<file path="config.mk">
export PLATFORM = sky130hd
export DESIGN_NAME = excp_unit
export DESIGN_NICKNAME = d
export VERILOG_FILES = /design/src/rtl/excp_pkg.sv /design/src/rtl/excp_pending.sv /design/src/rtl/excp_select.sv /design/src/rtl/excp_status.sv /design/src/rtl/excp_vector.sv /design/src/rtl/excp_unit.sv
export SDC_FILE = /design/constraint.sdc
export NUM_CORES = 1
export LEC_CHECK = 0
export BUFFER_PORTS_ARGS = -buffer_cell sky130_fd_sc_hd__buf_2
export CAP_MARGIN = 20
export CORE_MARGIN = 4
export CORE_UTILIZATION = 30
export DETAILED_ROUTE_END_ITERATION = 7
export SETUP_SLACK_MARGIN = 0.3
export SLEW_MARGIN = 20
export SYNTH_ARGS = -nofsm -noshare
export SYNTH_HDL_FRONTEND = slang
export SYNTH_HIERARCHICAL = 1
export SYNTH_SLANG_ARGS = --single-unit
</file>
<file path="constraint.sdc">
create_clock -name clk_i -period 4.3 [get_ports clk_i]
set_input_delay 0.86 -clock clk_i [delete_from_list [all_inputs] [get_ports clk_i]]
set_output_delay 0.86 -clock clk_i [all_outputs]
set_load 0.005 [all_outputs]
</file>
<file path="src/rtl/excp_pkg.sv">
package excp_pkg;

  // What the unit does to its state in a given cycle.
  typedef enum logic [2:0] {
    ACT_IDLE,
    ACT_ACCEPT,
    ACT_RETURN,
    ACT_RET_PRIV,
    ACT_LOAD
  } act_e;

  // One-hot word of width n with bit idx set when en is high.
  function automatic logic [63:0] onehot64(input logic en, input int unsigned idx);
    logic [63:0] w;
    w = '0;
    if (en) w[idx] = 1'b1;
    return w;
  endfunction

endpackage

</file>
<file path="src/rtl/excp_pending.sv">
module excp_pending #(
  parameter int NREQ = 32
) (
  input  logic            clk_i,
  input  logic            rst_ni,
  input  logic [NREQ-1:0] set_mask_i,
  input  logic [NREQ-1:0] clr_mask_i,
  output logic [NREQ-1:0] pend_o
);

  logic [NREQ-1:0] pend_q;

  // Clear dominates set in the same cycle.
  always_ff @(posedge clk_i or negedge rst_ni) begin
    if (!rst_ni) pend_q <= '0;
    else         pend_q <= (pend_q | set_mask_i) & ~clr_mask_i;
  end

  assign pend_o = pend_q;

endmodule

</file>
<file path="src/rtl/excp_select.sv">
module excp_select #(
  parameter int NREQ = 32,
  parameter int NINT = 16,
  localparam int IDXW = $clog2(NREQ)
) (
  input  logic [NREQ-1:0] pend_i,
  input  logic [NINT-1:0] mask_i,
  output logic            vld_o,
  output logic [IDXW-1:0] idx_o
);

  logic [NREQ-1:0] pass;
  logic [NREQ-1:0] cand;

  // Interrupt lines obey the mask field; exception lines always pass.
  for (genvar g = 0; g < NREQ; g++) begin : g_pass
    if (g < NINT) begin : g_int
      assign pass[g] = mask_i[g];
    end else begin : g_exc
      assign pass[g] = 1'b1;
    end
  end

  assign cand  = pend_i & pass;
  assign vld_o = |cand;

  // Ascending scan: the last hit is the highest index.
  always_comb begin
    idx_o = '0;
    for (int i = 0; i < NREQ; i++) begin
      if (cand[i]) idx_o = IDXW'(i);
    end
  end

endmodule

</file>
<file path="src/rtl/excp_status.sv">
module excp_status
  import excp_pkg::*;
#(
  parameter int XLEN     = 32,
  parameter int IDXW     = 5,
  parameter int V_BIT    = 27,
  parameter int UM_BIT   = 26,
  parameter int PUM_BIT  = 25,
  parameter int OUM_BIT  = 24,
  parameter int IE_BIT   = 23,
  parameter int PIE_BIT  = 22,
  parameter int OIE_BIT  = 21,
  parameter int PRIO_LSB = 16
) (
  input  logic            clk_i,
  input  logic            rst_ni,
  input  act_e            act_i,
  input  logic [IDXW-1:0] win_idx_i,
  input  logic [XLEN-1:0] wdata_i,
  output logic [XLEN-1:0] sr_o
);

  logic [XLEN-1:0] sr_q, sr_d;

  always_comb begin
    sr_d = sr_q;
    unique case (act_i)
      ACT_ACCEPT: begin
        sr_d[OIE_BIT] = sr_q[PIE_BIT];
        sr_d[PIE_BIT] = sr_q[IE_BIT];
        sr_d[IE_BIT]  = 1'b0;
        sr_d[OUM_BIT] = sr_q[PUM_BIT];
        sr_d[PUM_BIT] = sr_q[UM_BIT];
        sr_d[UM_BIT]  = 1'b0;
        sr_d[PRIO_LSB +: IDXW] = win_idx_i;
      end
      ACT_RETURN: begin
        sr_d[IE_BIT]  = sr_q[PIE_BIT];
        sr_d[PIE_BIT] = sr_q[OIE_BIT];
        sr_d[UM_BIT]  = sr_q[PUM_BIT];
        sr_d[PUM_BIT] = sr_q[OUM_BIT];
      end
      ACT_LOAD: sr_d = wdata_i;
      default:  sr_d = sr_q;
    endcase
  end

  always_ff @(posedge clk_i or negedge rst_ni) begin
    if (!rst_ni) sr_q <= '0;
    else         sr_q <= sr_d;
  end

  assign sr_o = sr_q;

endmodule

</file>
<file path="src/rtl/excp_vector.sv">
module excp_vector #(
  parameter int              XLEN          = 32,
  parameter int              IDXW          = 5,
  parameter int              TLB_MISS_PRIO = 21,
  parameter logic [XLEN-1:0] VEC_BASE      = 32'hC000_0000,
  parameter logic [XLEN-1:0] ROM_BASE      = 32'h2000_0000,
  parameter logic [XLEN-1:0] OFF_USER_TLB  = 32'h0000_0008,
  parameter logic [XLEN-1:0] OFF_GENERAL   = 32'h0000_0004
) (
  input  logic            ram_sel_i,
  input  logic [IDXW-1:0] idx_i,
  input  logic            fault_hi_i,
  output logic [XLEN-1:0] vec_o
);

  logic [XLEN-1:0] base;
  logic [XLEN-1:0] off;
  logic            user_miss;

  assign base      = ram_sel_i ? VEC_BASE : (VEC_BASE | ROM_BASE);
  assign user_miss = (idx_i == IDXW'(TLB_MISS_PRIO)) && !fault_hi_i;
  assign off       = user_miss ? OFF_USER_TLB : OFF_GENERAL;
  assign vec_o     = base | off;

endmodule

</file>
<file path="src/rtl/excp_unit.sv">
module excp_unit
  import excp_pkg::*;
#(
  parameter int              XLEN          = 32,
  parameter int              NREQ          = 32,
  parameter int              NINT          = 16,
  parameter int              TLB_MISS_PRIO = 21,
  parameter int              PRIV_PRIO     = 18,
  parameter logic [XLEN-1:0] VEC_BASE      = 32'hC000_0000,
  parameter logic [XLEN-1:0] ROM_BASE      = 32'h2000_0000,
  parameter int              V_BIT         = 27,
  parameter int              UM_BIT        = 26,
  parameter int              PUM_BIT       = 25,
  parameter int              OUM_BIT       = 24,
  parameter int              IE_BIT        = 23,
  parameter int              PIE_BIT       = 22,
  parameter int              OIE_BIT       = 21,
  parameter int              PRIO_LSB      = 16,
  localparam int             IDXW          = $clog2(NREQ)
) (
  input  logic            clk_i,
  input  logic            rst_ni,
  input  logic            req_set_i,
  input  logic [IDXW-1:0] req_set_idx_i,
  input  logic            req_clr_i,
  input  logic [IDXW-1:0] req_clr_idx_i,
  input  logic            step_i,
  input  logic [XLEN-1:0] pc_i,
  input  logic            fault_hi_i,
  input  logic            rfx_i,
  input  logic [XLEN-1:0] ret_addr_i,
  input  logic            sr_we_i,
  input  logic [XLEN-1:0] sr_wdata_i,
  output logic [XLEN-1:0] sr_o,
  output logic [NREQ-1:0] pending_o,
  output logic            redirect_o,
  output logic [XLEN-1:0] target_o,
  output logic            link_we_o,
  output logic [XLEN-1:0] link_o
);

  logic [XLEN-1:0] sr;
  logic [NREQ-1:0] pend;
  logic            win_vld;
  logic [IDXW-1:0] win_idx;
  logic            win_is_exc;
  logic [XLEN-1:0] vec;
  act_e            act;
  logic [NREQ-1:0] set_mask, clr_mask;

  assign win_is_exc = (win_idx >= IDXW'(NINT));

  // Return beats load, load beats acceptance.
  always_comb begin
    act = ACT_IDLE;
    if (rfx_i)        act = sr[UM_BIT] ? ACT_RET_PRIV : ACT_RETURN;
    else if (sr_we_i) act = ACT_LOAD;
    else if (step_i && win_vld && (win_is_exc || sr[IE_BIT])) act = ACT_ACCEPT;
  end

  assign set_mask = NREQ'(onehot64(req_set_i, 32'(req_set_idx_i)))
                  | NREQ'(onehot64(act == ACT_RET_PRIV, PRIV_PRIO));
  assign clr_mask = NREQ'(onehot64(req_clr_i, 32'(req_clr_idx_i)))
                  | NREQ'(onehot64((act == ACT_ACCEPT) && win_is_exc, 32'(win_idx)));

  excp_pending #(.NREQ(NREQ)) u_pend (
    .clk_i      (clk_i),
    .rst_ni     (rst_ni),
    .set_mask_i (set_mask),
    .clr_mask_i (clr_mask),
    .pend_o     (pend)
  );

  excp_select #(.NREQ(NREQ), .NINT(NINT)) u_sel (
    .pend_i (pend),
    .mask_i (sr[NINT-1:0]),
    .vld_o  (win_vld),
    .idx_o  (win_idx)
  );

  excp_status #(
    .XLEN(XLEN), .IDXW(IDXW), .V_BIT(V_BIT), .UM_BIT(UM_BIT), .PUM_BIT(PUM_BIT),
    .OUM_BIT(OUM_BIT), .IE_BIT(IE_BIT), .PIE_BIT(PIE_BIT), .OIE_BIT(OIE_BIT),
    .PRIO_LSB(PRIO_LSB)
  ) u_sr (
    .clk_i     (clk_i),
    .rst_ni    (rst_ni),
    .act_i     (act),
    .win_idx_i (win_idx),
    .wdata_i   (sr_wdata_i),
    .sr_o      (sr)
  );

  excp_vector #(
    .XLEN(XLEN), .IDXW(IDXW), .TLB_MISS_PRIO(TLB_MISS_PRIO),
    .VEC_BASE(VEC_BASE), .ROM_BASE(ROM_BASE)
  ) u_vec (
    .ram_sel_i  (sr[V_BIT]),
    .idx_i      (win_idx),
    .fault_hi_i (fault_hi_i),
    .vec_o      (vec)
  );

  logic            redir_q, link_we_q;
  logic [XLEN-1:0] target_q, link_q;

  always_ff @(posedge clk_i or negedge rst_ni) begin
    if (!rst_ni) begin
      redir_q   <= 1'b0;
      link_we_q <= 1'b0;
      target_q  <= '0;
      link_q    <= '0;
    end else begin
      redir_q   <= (act == ACT_ACCEPT) || (act == ACT_RETURN);
      link_we_q <= (act == ACT_ACCEPT);
      target_q  <= (act == ACT_ACCEPT) ? vec : ret_addr_i;
      link_q    <= pc_i;
    end
  end

  assign sr_o       = sr;
  assign pending_o  = pend;
  assign redirect_o = redir_q;
  assign link_we_o  = link_we_q;
  assign target_o   = target_q;
  assign link_o     = link_q;

endmodule

</file>
==> flow_summary.ini <==
[run_status]
status = finished clean

[placement]
dp_hpwl_mm = 13.2
gp_congestion = 0.892
placed_cells = 1013
place_area_um2 = 7470
io_buffers = 243

[yosys]
syn_inst = 513
yosysUniqueCellTypes = 55
synth-compound-area-share_pct = 14.4
async_flop_share_pct = 100
synth_top_cells_by_count = dfrtp_1 (130), nor2_1 (62), o21ba_1 (32)
synth_mux_area_share_pct = 11.4
synth-adder-area-share_pct = 0
synth-simple-area-share_pct = 14.7
synth_top_family_by_area = simple AND/OR/NAND/NOR gates
synth_ff_type = dfrtp_1
synth_edf_count = 0
syn_area_um2 = 6140
synth_top_area_share_pct = 53.0
yosysTopAreaCell = dfrtp_1
yosysSeqAreaShare_pct = 53.0
yosysMostFrequentCell = dfrtp_1
ys_ff_latch = 130
netlist_top_cells_area = dfrtp_1 (53%), mux2_4 (6.6%), o21ba_1 (5.2%)
ys_warn_count = 6
synth-xor-area-share_pct = 0
syn_area_per_cell_um2 = 12.0

[sta]
max_slew_margin_pct = 40.9
final_max_slew_viol_count = 0
min_period_ns = 3.71
tns_ns = 0
rsz0062_at_grt = no
hold_viol = 0
tightest_slew_ns = 0.886
setup_viol_count_final = 0
fin_crit_sh_pct = 86.2
finClkSkew_ns = 0.00939
fmax_mhz = 270

[cts]
h-tree-depth = 4
post_cts_buffers = 0
cts_made_buffers = 17
clk_pin_slew_ns = 0.06
clock-root-buffer = clkbuf_16
clk_latency_ns = 0.41
tritoncts = yes
ctsHoldBuffers = 0
ctsResizeCount = 0
cts_buffer_depth = 2
clkSinkCount = 130

[worst_setup_path]
crit_required_ns = 4.60
crit_arrival_ns = 4.00
cp-end-kind = flop
r2r-start = u_pend/pend_o[16]$_DFF_PN0_
crit_type = reg -> reg
start_kind = flop
startpoint = u_pend/pend_o[16]$_DFF_PN0_
path_max_fanout = 35

[route]
dr_total_vias = 4920
remaining_drc_errors = 0
drtIter0Drc = 276
first_pass_iters = 5
wirelength_mm = 17.7
antenna_left = 0
detail_route.vias_per_cell = 4.71
post_drt_wl_per_cell_um = 17.0

[cells_and_area]
diodes = 0
fin_util_pct = 40.3
fin_area_um2 = 8140
drive_gt1_share_pct = 44.3
syn_to_final_growth_pct = 32.6
final_cells = 1045
final_nets = 876

[power]
total_power_mw = 4.55
cellLeakagePower_nw = 3.90
ir_drop_mv = 0.298
powerDensity_nw_per_um2 = 559

[floorplan]
core_area_um2 = 20200
floorplan.initialDensity_pct = 30.4
io_pins = 244
die_h_um = 151
dieArea_um2 = 22800
rows = 52
die_w_um = 151

[global_route]
grt_pass1_wl_mm = 26.0
overflow = 0
grt_pass1_vias = 4692
grt_util_all_layers_pct = 14.9
antenna_found_initial = 1
grt_start_max_net_pins = 95

[hold_path]
worstHoldPathType = reg -> reg
hp-start = u_sr/sr_o[28]$_DFFE_PN0N_

[flow_run]
cap_violations = 0
## cell type report
| type | count | area [um^2] |
|---|---|---|
| clock buffers | 17 | 425 |
| clock inverters | 15 | 241 |
| fillers | 2024 | 12000 |
| inverters | 6 | 22.5 |
| multi-input cells | 358 | 2590 |
| flip-flops and latches | 130 | 3250 |
| well taps | 270 | 338 |
| repair buffers | 249 | 1270 |
## kinds of logic after synthesis
| kind of cell | Yosys count |
|---|---|
| simple gates | 166 |
| flops | 130 |
| other cells | 2 |
| buf+inv | 52 |
| mux | 53 |
| compound gates | 110 |
## per-stage QoR
stage	hold slack, ns	setup slack [ns]
3_5_place_dp	0.492	0.573
6_report	0.500	0.593
3_3_place_gp	0.485	0.719
2_1_floorplan	0.503	1.10
5_1_grt	0.517	0.301
4_1_cts	0.506	0.558
## report_power, final
group	total (mW)	switching, mW	internal (mW)	leakage (nW)
clock network	1.66	0.607	1.05	0.324
registers	1.73	0.258	1.47	1.55
logic	1.16	0.603	0.557	2.03
## flip-flops by register name (all words and copies together) (netlist names)
name and cells:
redirect_o 1, target_o 32, u_pend/pend_o 32, u_sr/sr_o 32, link_we_o 1, link_o 32
## layout by cell type (no fill, tap or decap), types with 9 or more instances in the layout
master	n
buf_2	242
clkbuf_16	17
conb_1	29
dfrtp_1	130
mux2_2	19
mux2_4	27
nand2_1	30
nand2b_1	10
nand3_1	12
nand3b_1	11
nor2_1	62
o21ai_0	9
o21ba_1	32
o22ai_1	15
o32ai_1	16
## worst paths after layout
path | endpoint | slack (ns) | depth (start not counted)
max in group asynchronous | u_pend/pend_o[21]$_DFF_PN0_ | 2.90 | 2
min reg2reg | u_sr/sr_o[28]$_DFFE_PN0N_ | 0.50 | 1
max | u_sr/sr_o[28]$_DFFE_PN0N_ | 0.59 | 9
max reg2reg | u_sr/sr_o[28]$_DFFE_PN0N_ | 0.59 | 9
min in group asynchronous | u_sr/sr_o[1]$_DFFE_PN0N_ | 0.53 | 1
min | u_sr/sr_o[28]$_DFFE_PN0N_ | 0.50 | 1
## per-layer routing
layer	track usage, %	routed length [um]
met4	3.85	187
met3	4.94	1550
met2	23.9	8540
met5	0	13
met1	19.5	7440
## worst max-delay path: stages, from the launching register on
cell	delay (ns)
dfrtp_1	0.46
nor4_4	0.38
nand3_2	0.24
or4_1	0.55
and4bb_4	0.24
o21a_4	0.29
nand2b_1	0.43
nor3b_4	0.25
buf_4	0.33
mux2_2	0.37
(Power assumes the default switching activity.)
